==> src/rtl/cfg_lock_pkg.sv <==
package cfg_lock_pkg;

  typedef enum logic [2:0] {
    ST_IDLE   = 3'd0,
    ST_GOT1   = 3'd1,
    ST_GOT0   = 3'd2,
    ST_ARMED  = 3'd3,
    ST_LOCKED = 3'd4
  } seq_state_t;

  localparam logic [1:0] SZ_BYTE = 2'b00;
  localparam logic [1:0] SZ_HALF = 2'b01;
  localparam logic [1:0] SZ_WORD = 2'b10;

  function automatic logic is_word(input logic [1:0] sz);
    return sz == SZ_WORD;
  endfunction

  function automatic logic covers_upper(input logic [1:0] sz);
    return (sz == SZ_WORD) || (sz == SZ_HALF);
  endfunction

  function automatic logic covers_lower(input logic [1:0] sz);
    return (sz == SZ_WORD) || (sz == SZ_HALF) || (sz == SZ_BYTE);
  endfunction

endpackage

==> src/rtl/cfg_lock_fsm.sv <==
module cfg_lock_fsm
  import cfg_lock_pkg::*;
#(
  parameter int PINS = 16
) (
  input  logic            clk,
  input  logic            rst_n,
  input  logic            wr_en,
  input  logic            rd_en,
  input  logic [1:0]      acc_size,
  input  logic            wkey,
  input  logic [PINS-1:0] wmask,
  output seq_state_t      state,
  output logic            locked,
  output logic            key_rd,
  output logic            commit_ev,
  output logic            abort_ev
);

  seq_state_t      st_q, st_d;
  logic [PINS-1:0] ref_q, ref_d;
  logic            mask_same;

  assign mask_same = (wmask == ref_q);

  always_comb begin
    st_d  = st_q;
    ref_d = ref_q;
    if (st_q != ST_LOCKED) begin
      if (wr_en) begin
        if (!is_word(acc_size)) begin
          st_d = ST_IDLE;
        end else if (wkey) begin
          if (st_q == ST_GOT0 && mask_same) begin
            st_d = ST_ARMED;
          end else begin
            st_d  = ST_GOT1;
            ref_d = wmask;
          end
        end else begin
          if (st_q == ST_GOT1 && mask_same) st_d = ST_GOT0;
          else                              st_d = ST_IDLE;
        end
      end else if (rd_en) begin
        st_d = (st_q == ST_ARMED) ? ST_LOCKED : ST_IDLE;
      end
    end
  end

  always_ff @(posedge clk or negedge rst_n) begin
    if (!rst_n) begin
      st_q  <= ST_IDLE;
      ref_q <= '0;
    end else begin
      st_q  <= st_d;
      ref_q <= ref_d;
    end
  end

  assign state     = st_q;
  assign locked    = (st_q == ST_LOCKED);
  assign key_rd    = locked || (st_q == ST_ARMED);
  assign commit_ev = (st_q == ST_ARMED) && rd_en && !wr_en;
  assign abort_ev  = (st_q != ST_IDLE) && (st_q != ST_LOCKED) && (st_d == ST_IDLE);

  p_key_sticky_r9: assert property (@(posedge clk) disable iff (!rst_n)
    locked |=> locked);

  p_lock_needs_read_r3: assert property (@(posedge clk) disable iff (!rst_n)
    $rose(locked) |-> $past(st_q == ST_ARMED && rd_en && !wr_en));

  p_armed_after_zero_r3: assert property (@(posedge clk) disable iff (!rst_n)
    (st_q == ST_ARMED && $past(st_q) != ST_ARMED) |-> $past(st_q) == ST_GOT0);

  p_narrow_aborts_r6: assert property (@(posedge clk) disable iff (!rst_n)
    (!locked && wr_en && !is_word(acc_size)) |=> st_q == ST_IDLE);

  p_restart_on_key1_r8: assert property (@(posedge clk) disable iff (!rst_n)
    (!locked && wr_en && is_word(acc_size) && wkey && st_q != ST_GOT0)
      |=> st_q == ST_GOT1);

endmodule

==> src/rtl/cfg_lock_mask.sv <==
module cfg_lock_mask
  import cfg_lock_pkg::*;
#(
  parameter int PINS = 16
) (
  input  logic            clk,
  input  logic            rst_n,
  input  logic            wr_en,
  input  logic [1:0]      acc_size,
  input  logic [PINS-1:0] wmask,
  input  logic            locked,
  output logic [PINS-1:0] mask
);

  localparam int LOW_LANE = (PINS < 8) ? PINS : 8;

  function automatic logic [PINS-1:0] lane_enable(input logic [1:0] sz);
    logic [PINS-1:0] en;
    for (int i = 0; i < PINS; i++) begin
      en[i] = (i < LOW_LANE) ? covers_lower(sz) : covers_upper(sz);
    end
    return en;
  endfunction

  logic [PINS-1:0] mask_q;
  logic [PINS-1:0] bit_we;

  assign bit_we = (wr_en && !locked) ? lane_enable(acc_size) : '0;

  always_ff @(posedge clk or negedge rst_n) begin
    if (!rst_n) begin
      mask_q <= '0;
    end else begin
      mask_q <= (mask_q & ~bit_we) | (wmask & bit_we);
    end
  end

  assign mask = mask_q;

  p_mask_frozen_r9: assert property (@(posedge clk) disable iff (!rst_n)
    locked |=> $stable(mask_q));

  p_no_write_no_change_r2: assert property (@(posedge clk) disable iff (!rst_n)
    !wr_en |=> $stable(mask_q));

endmodule

==> src/rtl/cfg_lock_fanout.sv <==
module cfg_lock_fanout #(
  parameter int PINS   = 16,
  parameter int MODE_W = 2,
  parameter int SPD_W  = 2,
  parameter int PULL_W = 2,
  parameter int AFS_W  = 4
) (
  input  logic                   clk,
  input  logic                   rst_n,
  input  logic [PINS-1:0]        mask,
  input  logic                   locked,
  output logic [PINS*MODE_W-1:0] inh_mode,
  output logic [PINS-1:0]        inh_otype,
  output logic [PINS*SPD_W-1:0]  inh_speed,
  output logic [PINS*PULL_W-1:0] inh_pull,
  output logic [PINS*AFS_W-1:0]  inh_afsel
);

  logic [PINS-1:0] pin_frozen;

  assign pin_frozen = locked ? mask : '0;

  for (genvar g = 0; g < PINS; g++) begin : g_pin
    assign inh_mode [g*MODE_W +: MODE_W] = {MODE_W{pin_frozen[g]}};
    assign inh_otype[g]                  = pin_frozen[g];
    assign inh_speed[g*SPD_W  +: SPD_W]  = {SPD_W{pin_frozen[g]}};
    assign inh_pull [g*PULL_W +: PULL_W] = {PULL_W{pin_frozen[g]}};
    assign inh_afsel[g*AFS_W  +: AFS_W]  = {AFS_W{pin_frozen[g]}};
  end

  p_quiet_unlocked_r10: assert property (@(posedge clk) disable iff (!rst_n)
    !locked |-> (inh_mode == '0 && inh_otype == '0 && inh_speed == '0
                 && inh_pull == '0 && inh_afsel == '0));

  p_otype_within_mask_r10: assert property (@(posedge clk) disable iff (!rst_n)
    (inh_otype & ~mask) == '0);

endmodule

==> src/rtl/cfg_lock_seq.sv <==
module cfg_lock_seq
  import cfg_lock_pkg::*;
#(
  parameter int PINS   = 16,
  parameter int DW     = 32,
  parameter int MODE_W = 2,
  parameter int SPD_W  = 2,
  parameter int PULL_W = 2,
  parameter int AFS_W  = 4
) (
  input  logic                   clk,
  input  logic                   rst_n,
  input  logic                   wr_en,
  input  logic                   rd_en,
  input  logic [1:0]             acc_size,
  input  logic [DW-1:0]          wdata,
  output logic [DW-1:0]          rdata,
  output logic [PINS-1:0]        lock_mask,
  output logic                   key_active,
  output logic [PINS*MODE_W-1:0] inh_mode,
  output logic [PINS-1:0]        inh_otype,
  output logic [PINS*SPD_W-1:0]  inh_speed,
  output logic [PINS*PULL_W-1:0] inh_pull,
  output logic [PINS*AFS_W-1:0]  inh_afsel
);

  localparam int KEY_POS = PINS;

  seq_state_t seq_state;
  logic       locked, key_rd, commit_ev, abort_ev;
  logic       unused_hi;

  assign unused_hi = ^{wdata[DW-1:KEY_POS+1], seq_state, commit_ev, abort_ev};

  cfg_lock_fsm #(.PINS(PINS)) i_fsm (
    .clk       (clk),
    .rst_n     (rst_n),
    .wr_en     (wr_en),
    .rd_en     (rd_en),
    .acc_size  (acc_size),
    .wkey      (wdata[KEY_POS]),
    .wmask     (wdata[PINS-1:0]),
    .state     (seq_state),
    .locked    (locked),
    .key_rd    (key_rd),
    .commit_ev (commit_ev),
    .abort_ev  (abort_ev)
  );

  cfg_lock_mask #(.PINS(PINS)) i_mask (
    .clk      (clk),
    .rst_n    (rst_n),
    .wr_en    (wr_en),
    .acc_size (acc_size),
    .wmask    (wdata[PINS-1:0]),
    .locked   (locked),
    .mask     (lock_mask)
  );

  cfg_lock_fanout #(
    .PINS(PINS), .MODE_W(MODE_W), .SPD_W(SPD_W), .PULL_W(PULL_W), .AFS_W(AFS_W)
  ) i_fanout (
    .clk       (clk),
    .rst_n     (rst_n),
    .mask      (lock_mask),
    .locked    (locked),
    .inh_mode  (inh_mode),
    .inh_otype (inh_otype),
    .inh_speed (inh_speed),
    .inh_pull  (inh_pull),
    .inh_afsel (inh_afsel)
  );

  always_comb begin
    rdata                = '0;
    rdata[PINS-1:0]      = lock_mask;
    rdata[KEY_POS]       = key_rd;
  end

  assign key_active = locked;

  p_reserved_zero_r11: assert property (@(posedge clk) disable iff (!rst_n)
    rdata[DW-1:KEY_POS+1] == '0);

  p_key_bit_matches_r11: assert property (@(posedge clk) disable iff (!rst_n)
    key_active |-> rdata[KEY_POS]);

endmodule

==> config.mk <==
export PLATFORM = sky130hd
export DESIGN_NAME = cfg_lock_seq
export DESIGN_NICKNAME = d
export VERILOG_FILES = /design/src/rtl/cfg_lock_pkg.sv /design/src/rtl/cfg_lock_fsm.sv /design/src/rtl/cfg_lock_mask.sv /design/src/rtl/cfg_lock_fanout.sv /design/src/rtl/cfg_lock_seq.sv
export SDC_FILE = /design/constraint.sdc
export NUM_CORES = 1
export LEC_CHECK = 0
export ABC_AREA = 1
export CELL_PAD_IN_SITES_DETAIL_PLACEMENT = 0
export CELL_PAD_IN_SITES_GLOBAL_PLACEMENT = 1
export CORE_ASPECT_RATIO = 1.75
export CORE_MARGIN = 4
export CORE_UTILIZATION = 20
export DETAILED_ROUTE_END_ITERATION = 12
export GPL_ROUTABILITY_DRIVEN = 0
export GPL_TIMING_DRIVEN = 0
export PLACE_DENSITY = 0.88
export SYNTH_ARGS = -nofsm -noshare
export SYNTH_HDL_FRONTEND = slang
export SYNTH_SLANG_ARGS = --single-unit
==> constraint.sdc <==
create_clock -name clk -period 1.75 [get_ports clk]
set_input_delay 0.4375 -clock clk [delete_from_list [all_inputs] [get_ports clk]]
set_output_delay 0.4375 -clock clk [all_outputs]
set_load 0.03 [all_outputs]
[Yosys cells after proc, flatten, opt, wreduce, memory -nomap -nowiden]
Cells that the tools add are included.
Operators by class
  muxes and demuxes: 9
  bitwise logic cells: 5
  reduce and logical (&&, ||, !) cells: 11
  equal/unequal tests: 8
Operator list (count)
  AND 16 bit: 2
  two-way mux 16 bit: 2
  equality test 16 bit: 1
  NOT 16 bit: 1
  OR 16 bit: 1
  two-way mux 3 bit: 5
  equality test 3 x 2 -> 1 bit, second input constant: 2
  AND reduction 5 bit: 1
  two-way mux 2 bit: 2
  equality test 3 x 1 -> 1 bit, second input constant: 1
  equality test 3 bit, second input constant: 1
  logical AND 1 bit: 3
  logical OR 1 bit: 3
  != test 3 bit, second input constant: 1
  equality test 2 x 1 -> 1 bit, second input constant: 1
  equality test 2 bit, second input constant: 1
  zero test 2 bit: 1
  AND reduction 2 bit: 1
  nonzero test 2 bit: 1
  zero test 1 bit: 1
  NOT 1 bit: 1
Word-level totals
  logic and storage cells: 36
  register bits: 35
  input port bits: 38

[Depth between registers and ports, before layout]
  depth after elaboration: 7
  mapped depth: 11
  mapped depth without buffers: 10

[Hierarchy]
From an unflattened synthesis, not the netlist that was laid out.
Second synthesis, totals
  cell total of the unflattened synthesis: 485
  area total of the unflattened synthesis: 3538.4 um2
Modules (own cells, without submodules)
  cfg_lock_fanout: area an instance 1365.1 um2, seq. area each 0.0 um2, cells each 194, times used 1
  cfg_lock_fsm: area an instance 1201.2 um2, seq. area each 475.5 um2, cells each 185, times used 1
  cfg_lock_mask: area an instance 728.2 um2, seq. area each 400.4 um2, cells each 73, times used 1
  cfg_lock_seq: area an instance 244.0 um2, seq. area each 0.0 um2, cells each 33, times used 1

[Worst setup path before layout]
Ideal clock, no wire load.
  path type: reg-to-output
  start point: register i_fsm.st_q[1], in the netlist i_fsm.state[1]
  end point: output inh_afsel[29]
  arrival time: 1.917 ns
  setup slack: -0.604 ns
  required time: 1.312 ns
  cell stages (with the launch flop): 7
  cells stage by stage: dfrtp_1 -> inv_1 -> nand3_2 -> buf_2 -> buf_1 -> nor2_1 -> buf_4
Between the ends
  word-level cells in the longest chain between the ends: 2
Ends and longest elaborated chain
  start, declared: line cfg_lock_fsm.sv:20  | seq_state_t st_q, st_d;
  start signal, assigned: line cfg_lock_fsm.sv:55  | st_q <= st_d;
  equality test 3 bit: line cfg_lock_fsm.sv:61  | assign locked = (st_q == ST_LOCKED);
  two-way mux 16 bit: line cfg_lock_fanout.sv:21  | assign pin_frozen = locked ? mask : '0;
  end, declared: line cfg_lock_seq.sv:24  | output logic [PINS*AFS_W-1:0] inh_afsel
Every way passes these cells.

[Worst setup path after layout]
  start point: register i_fsm.st_q[1], in the netlist i_fsm.state[1]
  end point: output inh_afsel[63]
The elaborated chain is that of the path after synthesis.

==> flow_metrics.py <==
metrics = {
    "global_routing": {
        "grt.overflow.total": 0,
        "grt_usage": 0.123,
        "grt_first_pass_wirelength_um": 18900,
        "grt_max_degree": 36,
        "antenna_found_initial": 0,
        "grt_pass1_vias": 3487,
    },
    "cells_and_area": {
        "final_core_util": 0.457,
        "area_growth_pct": 123,
        "layout_common_cells": "275 x buf_6, 134 x buf_4, 98 x nand2_1",
        "finalNetCount": 816,
        "final_cell_area_um2": 7540,
        "instances_no_fill": 1001,
        "final_common_cell": "buf_6",
        "fillers": 1588,
        "drive_above_1_share": 0.623,
        "insertedDiodeCount": 0,
    },
    "pwr": {
        "net-switching-power_mw": 1.07,
        "seqPwrFrac": 0.343,
        "p_leak_nw": 4.15,
        "intPower_mw": 2.01,
        "p_comb_frac": 0.320,
        "p_per_area_nw_per_um2": 408,
        "p_sw_frac": 0.348,
        "irDropWorstVdd_v": 0.000318,
        "clkPwrFrac": 0.337,
    },
    "flow_run": {
        "cap_violations": 0,
    },
    "drt": {
        "drc": 0,
        "routed_wirelength_um": 12600,
        "drt_iter0_markers": 158,
        "drtAntennaViolNets": 0,
        "dr.pass1.iters": 4,
        "dr_total_vias": 3585,
        "vias_per_cell": 3.58,
        "wire_per_inst_um": 12.6,
    },
    "placed_design": {
        "dpl_worst_slack_ns": -0.768,
        "placed_cells": 939,
        "io_buffers": 232,
        "place_area_um2": 6350,
        "dp_hpwl_um": 9240,
    },
    "clocking": {
        "clkTransAtPathRegs_ns": 0.06,
        "numCtsBuffers": 5,
        "cts_buffer_depth": 2,
        "cts_hold_buf": 0,
        "clock-sinks": 35,
        "cts_root_buf": "clkbuf_16",
        "cts_tree": "done",
        "clkLatencyLatePin_ns": 0.28,
        "ctsHtreeMaxLevel": 2,
    },
    "outcome": {
        "violations": "negative setup slack",
        "status": "complete, but fails checks",
    },
    "critical_path": {
        "startpoint_type": "flop",
        "critPathCaptureType": "output pin",
        "crit_type": "reg -> out",
        "cp.required_ns": 1.31,
        "cp_max_fo": 6,
        "critPathArrivalTime_ns": 1.68,
    },
    "timing": {
        "worst_slew_pin_slew_ns": 0.821,
        "drv_slew": 0,
        "fin_crit_sh": 1.21,
        "fmax_mhz": 473,
        "hold_viol": 0,
        "grt_setup_unrepaired": "true",
        "layout_setup_ws_ns": -0.366,
        "hold_slack_ns": 0.246,
        "finalClockSkew_ns": 0.00640,
        "min_period_ns": 2.12,
        "slew_headroom": 0.453,
        "setup_viol": 178,
    },
    "logic_synthesis": {
        "syn_area_um2": 3380,
        "ys_seq_elements": 35,
        "seq_area_frac_synth": 0.259,
        "yosysUniqueCellTypes": 28,
        "netlist.area_leader.share": 0.427,
        "yosysTopAreaCell": "buf_4",
        "syn_inst": 469,
        "ys_top_cells_by_area": "buf_4 43%, dfrtp_1 26%, nand2_1 11%, inv_1 4.9%, nor2_1 2.9%",
        "postSynthAreaPerCell_um2": 7.20,
        "yosysWarnings": 0,
    },
    "floorplan": {
        "initial_core_util": 0.204,
        "rows": 62,
        "core_area_um2": 16500,
        "fp.dieW_um": 106,
        "io_pins": 263,
        "dieArea_um2": 19100,
        "die_height_um": 180,
    },
    "worst_hold_path": {
        "hold_class": "in -> async",
    },
}
==> cells in the mapped netlist, drive strengths merged <==
cell    instances
a21oi           1
buf           199
clkbuf          2
conb            1
dfrtp          35
ha              2
inv            54
nand2         102
nand3          19
nand4           2
nor2           28
nor3            2
o21ai          17
o21bai          1
o31ai           1
or2             2
xor2            1
==> path summary, 6_finish.rpt <==
| path | startpoint | end | slack, ns | cells after the start |
|---|---|---|---|---|
| worst min-delay path | rst_n | async pin | 0.25 | 1 |
| max in group asynchronous | rst_n | async pin | 0.97 | 1 |
| worst max register to register | i_fsm.state[1] | i_fsm.state[0] | 0.19 | 9 |
| min in group clk | wdata[13] | i_fsm.ref_q[13] | 0.46 | 3 |
| worst min register to register | i_fsm.ref_q[5] | i_fsm.ref_q[5] | 0.49 | 2 |
| worst max-delay path | i_fsm.state[1] | inh_afsel[63] | -0.37 | 8 |
==> metal layers <==
metal	track usage	wire (µm)	vias to the layer above	share of wire
li1	-	-	1821	-
met1	0.111	3880	1623	0.31
met2	0.252	7530	128	0.60
met3	0.0291	896	13	0.071
met4	0.0446	259	0	0.021
met5	0	0	-	0
==> power by group through the flow <==
stage | sequential, mW | combinational [mW] | clock, mW
after floorplan | 1.15 | 0.547 | 0
after global placement | 1.07 | 1.02 | 0
after detailed placement | 1.08 | 1.03 | 0
after CTS | 1.06 | 0.985 | 1.06
after global routing | 1.08 | 1.08 | 1.09
final | 1.06 | 0.986 | 1.04
==> logic make-up (layout without fill, tap and decap cells) <==
logic type / Yosys count / count (layout) / share of synthesized area
buf+inv: 255 / 544 / 0.501
compound gates: 20 / 20 / 0.0322
fa+ha+maj: 2 / 2 / 0.00741
flops: 35 / 35 / 0.259
other cells: 1 / 15 / 0.00111
simple gates: 155 / 160 / 0.196
xor+xnor: 1 / 1 / 0.00259
==> per-stage QoR <==
step	power, mW	TNS (ns)
6_report	3.08	-48.82
4_1_cts	3.11	-50.18
5_1_grt	3.25	-61.16
2_1_floorplan	1.70	-15.20
3_3_place_gp	2.10	-147.21
3_5_place_dp	2.11	-129.23
==> worst max-delay path, cell delays in order, from the launching register on <==
cell,delay (ns)
dfrtp_1,0.38
inv_2,0.08
nand3_4,0.09
buf_6,0.14
buf_16,0.14
buf_6,0.12
nor2_4,0.20
buf_6,0.13
buf_6,0.12
==> layout make-up <==
cell class	instances	area (µm²)	share of cell area
Timing Repair Buffer	293	3120	0.414
Sequential cell	35	876	0.116
Tap cell	224	280	0.0372
Buffer	189	1820	0.241
Clock inverter	2	35.0	0.00464
Multi-Input combinational cell	198	1070	0.142
Clock buffer	6	139	0.0184
Inverter	54	203	0.0269
==> repair_timing <==
item                       in CTS  in global routing
pin swaps                      15                 13
gates cloned                    6                  2
hold endpoints to repair        0                  0
setup endpoints to repair     235                211
buffers inserted               45                 16
gates resized for setup      1105                196
Note: power is estimated with default switching activity, not from simulation.
